File: src/rtl/pci_res_pkg.sv
package pci_res_pkg;

    localparam int WORD_W = 32;

    typedef enum logic [1:0] {
        SP_CONFIG = 2'd0,
        SP_IO     = 2'd1,
        SP_MEM    = 2'd2
    } space_e;

    typedef enum logic [2:0] {
        ERR_NONE       = 3'd0,
        ERR_WIDE_ADDR  = 3'd1,
        ERR_BAD_TABLE  = 3'd2,
        ERR_TYPE_CLASH = 3'd3,
        ERR_NO_BASE    = 3'd4,
        ERR_WIDE_RELOC = 3'd5
    } err_e;

    // Control word layout; field positions are decoded by software and tables.
    typedef struct packed {
        logic       fixed;
        logic       prefetch;
        logic       alias_en;
        logic [2:0] rsvd;
        logic [1:0] code;
        logic [7:0] bus;
        logic [4:0] dev;
        logic [2:0] func;
        logic [7:0] regno;
    } ctrl_t;

    typedef struct packed {
        ctrl_t              ctrl;
        logic [WORD_W-1:0]  upper;
        logic [WORD_W-1:0]  lower;
    } pci_addr_t;

    typedef enum logic [1:0] {
        V_SKIP  = 2'd0,
        V_BAD   = 2'd1,
        V_CLASH = 2'd2,
        V_HIT   = 2'd3
    } verdict_e;

    typedef struct packed {
        logic              final_now;
        err_e              err;
        space_e            space;
        logic [WORD_W-1:0] addr;
    } result_t;

    function automatic space_e space_of(input logic [1:0] code);
        case (code)
            2'd0:    return SP_CONFIG;
            2'd1:    return SP_IO;
            default: return SP_MEM;
        endcase
    endfunction

    function automatic result_t fail_result(input err_e e);
        result_t r;
        r.final_now = 1'b1;
        r.err       = e;
        r.space     = SP_CONFIG;
        r.addr      = '0;
        return r;
    endfunction

endpackage

File: src/rtl/pci_req_classify.sv
module pci_req_classify
    import pci_res_pkg::*;
(
    input  pci_addr_t req,
    output result_t   early
);
    always_comb begin
        early.final_now = 1'b1;
        early.err       = ERR_NONE;
        early.space     = space_of(req.ctrl.code);
        early.addr      = req.lower;
        if (req.upper != '0) begin
            early = fail_result(ERR_WIDE_ADDR);
        end else if (req.ctrl.fixed) begin
            early.final_now = 1'b1;
        end else if (req.ctrl.code == 2'd0) begin
            early.final_now = 1'b1;
        end else if (req.ctrl.code == 2'd3) begin
            early = fail_result(ERR_WIDE_RELOC);
        end else begin
            early.final_now = 1'b0;
        end
    end
endmodule

File: src/rtl/pci_entry_check.sv
module pci_entry_check
    import pci_res_pkg::*;
(
    input  ctrl_t    req_ctrl,
    input  ctrl_t    ent_ctrl,
    output verdict_e verdict
);
    always_comb begin
        if (!ent_ctrl.fixed || ent_ctrl.regno == 8'd0)
            verdict = V_BAD;
        else if (ent_ctrl.regno != req_ctrl.regno)
            verdict = V_SKIP;
        else if (ent_ctrl.code != req_ctrl.code)
            verdict = V_CLASH;
        else
            verdict = V_HIT;
    end
endmodule

File: src/rtl/pci_addr_resolver.sv
module pci_addr_resolver
    import pci_res_pkg::*;
#(
    parameter int NENT  = 8,
    parameter int CNT_W = $clog2(NENT + 1)
) (
    input  logic                   clk,
    input  logic                   rst,
    input  logic                   start,
    input  logic [31:0]            req_ctrl,
    input  logic [31:0]            req_upper,
    input  logic [31:0]            req_lower,
    input  logic [32*NENT-1:0]     tbl_ctrl,
    input  logic [32*NENT-1:0]     tbl_base,
    input  logic [CNT_W-1:0]       tbl_count,
    output logic                   busy,
    output logic                   done,
    output logic [31:0]            out_addr,
    output logic [1:0]             out_space,
    output logic [2:0]             err_code
);
    localparam int IDX_W = $clog2(NENT + 1);

    typedef enum logic {ST_IDLE, ST_SCAN} state_e;

    state_e            state_q;
    pci_addr_t         req_in, req_q;
    logic [IDX_W-1:0]  idx_q;
    logic [IDX_W-1:0]  cnt_eff;
    ctrl_t             ent_ctrl_arr [NENT];
    logic [31:0]       ent_base_arr [NENT];
    ctrl_t             sel_ctrl;
    logic [31:0]       sel_base;
    result_t           early, walk;
    verdict_e          verdict;
    logic              walk_final;

    assign req_in = '{ctrl: ctrl_t'(req_ctrl), upper: req_upper, lower: req_lower};

    // Clamp the supplied count to the table depth.
    always_comb begin
        if (32'(tbl_count) > NENT) cnt_eff = IDX_W'(NENT);
        else                       cnt_eff = IDX_W'(tbl_count);
    end

    generate
        for (genvar g = 0; g < NENT; g++) begin : g_unpack
            assign ent_ctrl_arr[g] = ctrl_t'(tbl_ctrl[32*g +: 32]);
            assign ent_base_arr[g] = tbl_base[32*g +: 32];
        end
    endgenerate

    always_comb begin
        sel_ctrl = '0;
        sel_base = '0;
        for (int i = 0; i < NENT; i++) begin
            if (idx_q == IDX_W'(i)) begin
                sel_ctrl = ent_ctrl_arr[i];
                sel_base = ent_base_arr[i];
            end
        end
    end

    pci_req_classify u_classify (
        .req   (req_in),
        .early (early)
    );

    pci_entry_check u_check (
        .req_ctrl (req_q.ctrl),
        .ent_ctrl (sel_ctrl),
        .verdict  (verdict)
    );

    // Outcome of examining the current entry (or running off the table).
    always_comb begin
        walk_final = 1'b1;
        walk       = fail_result(ERR_NO_BASE);
        if (idx_q != cnt_eff) begin
            case (verdict)
                V_BAD:   walk = fail_result(ERR_BAD_TABLE);
                V_CLASH: walk = fail_result(ERR_TYPE_CLASH);
                V_HIT: begin
                    walk.err   = ERR_NONE;
                    walk.space = space_of(req_q.ctrl.code);
                    walk.addr  = req_q.lower + sel_base;
                end
                default: walk_final = 1'b0;
            endcase
        end
    end

    always_ff @(posedge clk) begin
        if (rst) begin
            state_q   <= ST_IDLE;
            req_q     <= '0;
            idx_q     <= '0;
            done      <= 1'b0;
            out_addr  <= '0;
            out_space <= '0;
            err_code  <= '0;
        end else begin
            done <= 1'b0;
            case (state_q)
                ST_IDLE: begin
                    if (start) begin
                        req_q <= req_in;
                        idx_q <= '0;
                        if (early.final_now) begin
                            done      <= 1'b1;
                            out_addr  <= early.addr;
                            out_space <= early.space;
                            err_code  <= early.err;
                        end else begin
                            state_q <= ST_SCAN;
                        end
                    end
                end
                default: begin
                    if (walk_final) begin
                        state_q   <= ST_IDLE;
                        done      <= 1'b1;
                        out_addr  <= walk.addr;
                        out_space <= walk.space;
                        err_code  <= walk.err;
                    end else begin
                        idx_q <= idx_q + 1'b1;
                    end
                end
            endcase
        end
    end

    assign busy = (state_q == ST_SCAN);

    // Assertions
    assert_done_not_busy_R11: assert property (@(posedge clk) disable iff (rst)
        done |-> !busy);

    assert_idx_bound_R9: assert property (@(posedge clk) disable iff (rst)
        busy |-> (idx_q <= cnt_eff));

    assert_space_enc_R2: assert property (@(posedge clk) disable iff (rst)
        done |-> (out_space != 2'd3));

    assert_fixed_pass_R4: assert property (@(posedge clk) disable iff (rst)
        (done && err_code == 3'd0 && req_q.ctrl.fixed) |-> (out_addr == req_q.lower));

    assert_wide_reject_R3: assert property (@(posedge clk) disable iff (rst)
        (done && req_q.upper != '0) |-> (err_code == 3'd1));

    assert_err_clean_R12: assert property (@(posedge clk) disable iff (rst)
        (done && err_code != 3'd0) |-> (out_addr == '0 && out_space == 2'd0));

endmodule

File: config.mk
export PLATFORM = sky130hd
export DESIGN_NAME = pci_addr_resolver
export DESIGN_NICKNAME = d
export VERILOG_FILES = /design/src/rtl/pci_res_pkg.sv /design/src/rtl/pci_req_classify.sv /design/src/rtl/pci_entry_check.sv /design/src/rtl/pci_addr_resolver.sv
export SDC_FILE = /design/constraint.sdc
export NUM_CORES = 1
export LEC_CHECK = 0
export BUFFER_PORTS_ARGS = -buffer_cell sky130_fd_sc_hd__buf_2
export CAP_MARGIN = 0
export CORE_AREA = 2 2 255 257
export CTS_BUF_LIST = sky130_fd_sc_hd__clkbuf_4
export CTS_CLUSTER_SIZE = 40
export DETAILED_ROUTE_END_ITERATION = 6
export DIE_AREA = 0 0 257 259
export PLACE_DENSITY = 0.47
export SYNTH_ARGS = -nofsm -noshare
export SYNTH_HDL_FRONTEND = slang
export SYNTH_HIERARCHICAL = 1
export SYNTH_SLANG_ARGS = --single-unit
File: constraint.sdc
create_clock -name clk -period 7.6 [get_ports clk]
set_input_delay 1.52 -clock clk [delete_from_list [all_inputs] [get_ports clk]]
set_output_delay 1.52 -clock clk [all_outputs]
set_load 0.01 [all_outputs]
==> flow_summary.ini <==
[clock_tree]
cts_tree = built
path_clk_slew_ns = 0.20
post_cts_buffers = 0
clkSinkCount = 85
cts_root_buffer = clkbuf_4
postCtsHoldBufs = 0
cts_buffers = 9
clk_latency_ns = 0.59
ctsResizeCount = 0
cts-htree-levels = 3
cts_buffer_depth = 2

[drt]
ant_nets = 0
first_pass_iters = 7
vias_per_cell = 4.44
drt_iter0_markers = 785
post_drt_wl_per_cell_um = 21.1
drt-total-wl_mm = 52.4
vias = 11022
drc = 0

[place]
place_congestion = 0.900
dpl.hpwl_mm = 42.8
dpl_worst_slack_ns = 1.50
portBuffers = 464

[timing]
tns_ns = 0
clock_skew_ns = 0.0460
worst_slew_pin_slew_ns = 0.916
fin_crit_ns = 5.99
whs_ns = 0.475
final-setup-viol-count = 0
finalHoldViolCount = 0
drv_slew = 0
rsz0062_at_grt = false
fin_crit_sh_pct = 78.9
relSlewSlack_pct = 38.9
fmax_ghz = 0.167
setup_ws_ns = 1.61

[global_route]
grt_overflow = 0
grt.total_usage_pct = 15.1
grt_pass1_vias = 11093
grt_pass1_wl_mm = 74.6
grt_max_degree = 68
antenna_found_initial = 22

[floorplanning]
die_x_um = 257
die_area_um2 = 66600
start_util_pct = 13.4
io_pins = 654
core_um2 = 63900
rows = 93
fp.dieH_um = 259

[worst_setup_path]
worstPathArrival_ns = 6.52
path_max_fanout = 43
start_kind = flip-flop
critical_path_class = flip-flop to flip-flop
endpoint_kind = flip-flop
required_ns = 8.13

[finish]
fillCellCount = 7305
final_common_cell = buf_2
area_growth_pct = 38.4
fin_nets = 2283
multiInputGateArea_um2 = 6340
layout-drive-gt1-share_pct = 35.6
regArea_um2 = 1700
layout_common_cells = 464 x buf_2, 196 x nand2_1, 125 x a21oi_1

[power_and_ir_drop]
power_density_nw_per_um2 = 100
power_uw = 1190
p_leak_uw = 0.00528
vdd_drop_max_v = 0.0000565

[status]
outcome = complete, no violations

[synth]
yosysWarnings = 6
syn_area_um2 = 8580
syn-num-nets = 1908
syn_avg_cell_area_um2 = 6.92
syn_inst = 1240

[hold_path]
holdCritPathClass = flip-flop to flip-flop

[flow_run]
cap_violations = 0
## critical path: stages (launching register included)
cell       delay [ns]
dfxtp_1          0.53
inv_1            0.11
ha_1             0.26
nor4b_2          0.25
buf_4            0.51
a221o_1          0.27
o211ai_1         0.22
nand3_1          0.17
o21ai_0          0.09
nand2_1          0.08
o21ai_0          0.08
a21oi_1          0.73
ha_1             0.43
a21oi_1          0.27
o21bai_1         0.11
a21oi_1          0.33
a2111oi_4        0.14
o31ai_2          0.43
a211oi_2         0.13
o21ai_1          0.20
mux2_4           0.33
a221oi_2         0.25
## metal layers
metal	up-vias	wire, µm	GRT usage [%]
li1	5306	-	-
met1	5186	21400	17.6
met2	431	26400	27.7
met3	75	3420	4.04
met4	24	1010	3.20
met5	-	146	0
## final cells by class
type | instances | area share [%]
Tap cell | 855 | 9.01
Timing Repair Buffer | 494 | 21.6
Clock inverter | 6 | 0.443
Clock buffer | 10 | 0.632
Inverter | 16 | 0.506
Antenna cell | 6 | 0.126
Multi-Input combinational cell | 1009 | 53.4
Sequential cell | 85 | 14.3
## stage by stage
step	util, %	instance area (µm²)	std cells
5_1_grt	18.6	11900	2481
3_5_place_dp	18.4	11700	2459
4_1_cts	18.6	11900	2475
6_report	18.6	11900	2481
2_1_floorplan	-	8580	1240
3_3_place_gp	18.4	11700	2459
## power by group
group          switching, µW  leakage [µW]  internal, µW
Clock                    213     0.0000660          76.1
Combinational            229       0.00452           191
Sequential              14.3      0.000699           468
## state kept, by name, indices dropped and copies added, names as in the netlist
name	count
req_q	42
out_addr	32
idx_q	4
err_code	3
out_space	2
busy	1
done	1
## path summary, 6_finish.rpt
check | to | start | slack (ns) | cells after the start
max | out_addr[29]$_SDFFE_PP0P_ | idx_q[1]$_SDFFE_PP0P_ | 1.61 | 21
min | req_q[0]$_SDFFE_PP0P_ | req_q[0]$_SDFFE_PP0P_ | 0.48 | 2
max reg2reg | out_addr[29]$_SDFFE_PP0P_ | idx_q[1]$_SDFFE_PP0P_ | 1.61 | 21
min reg2reg | req_q[0]$_SDFFE_PP0P_ | req_q[0]$_SDFFE_PP0P_ | 0.48 | 2
Note: power is estimated with default switching activity, not from simulation.
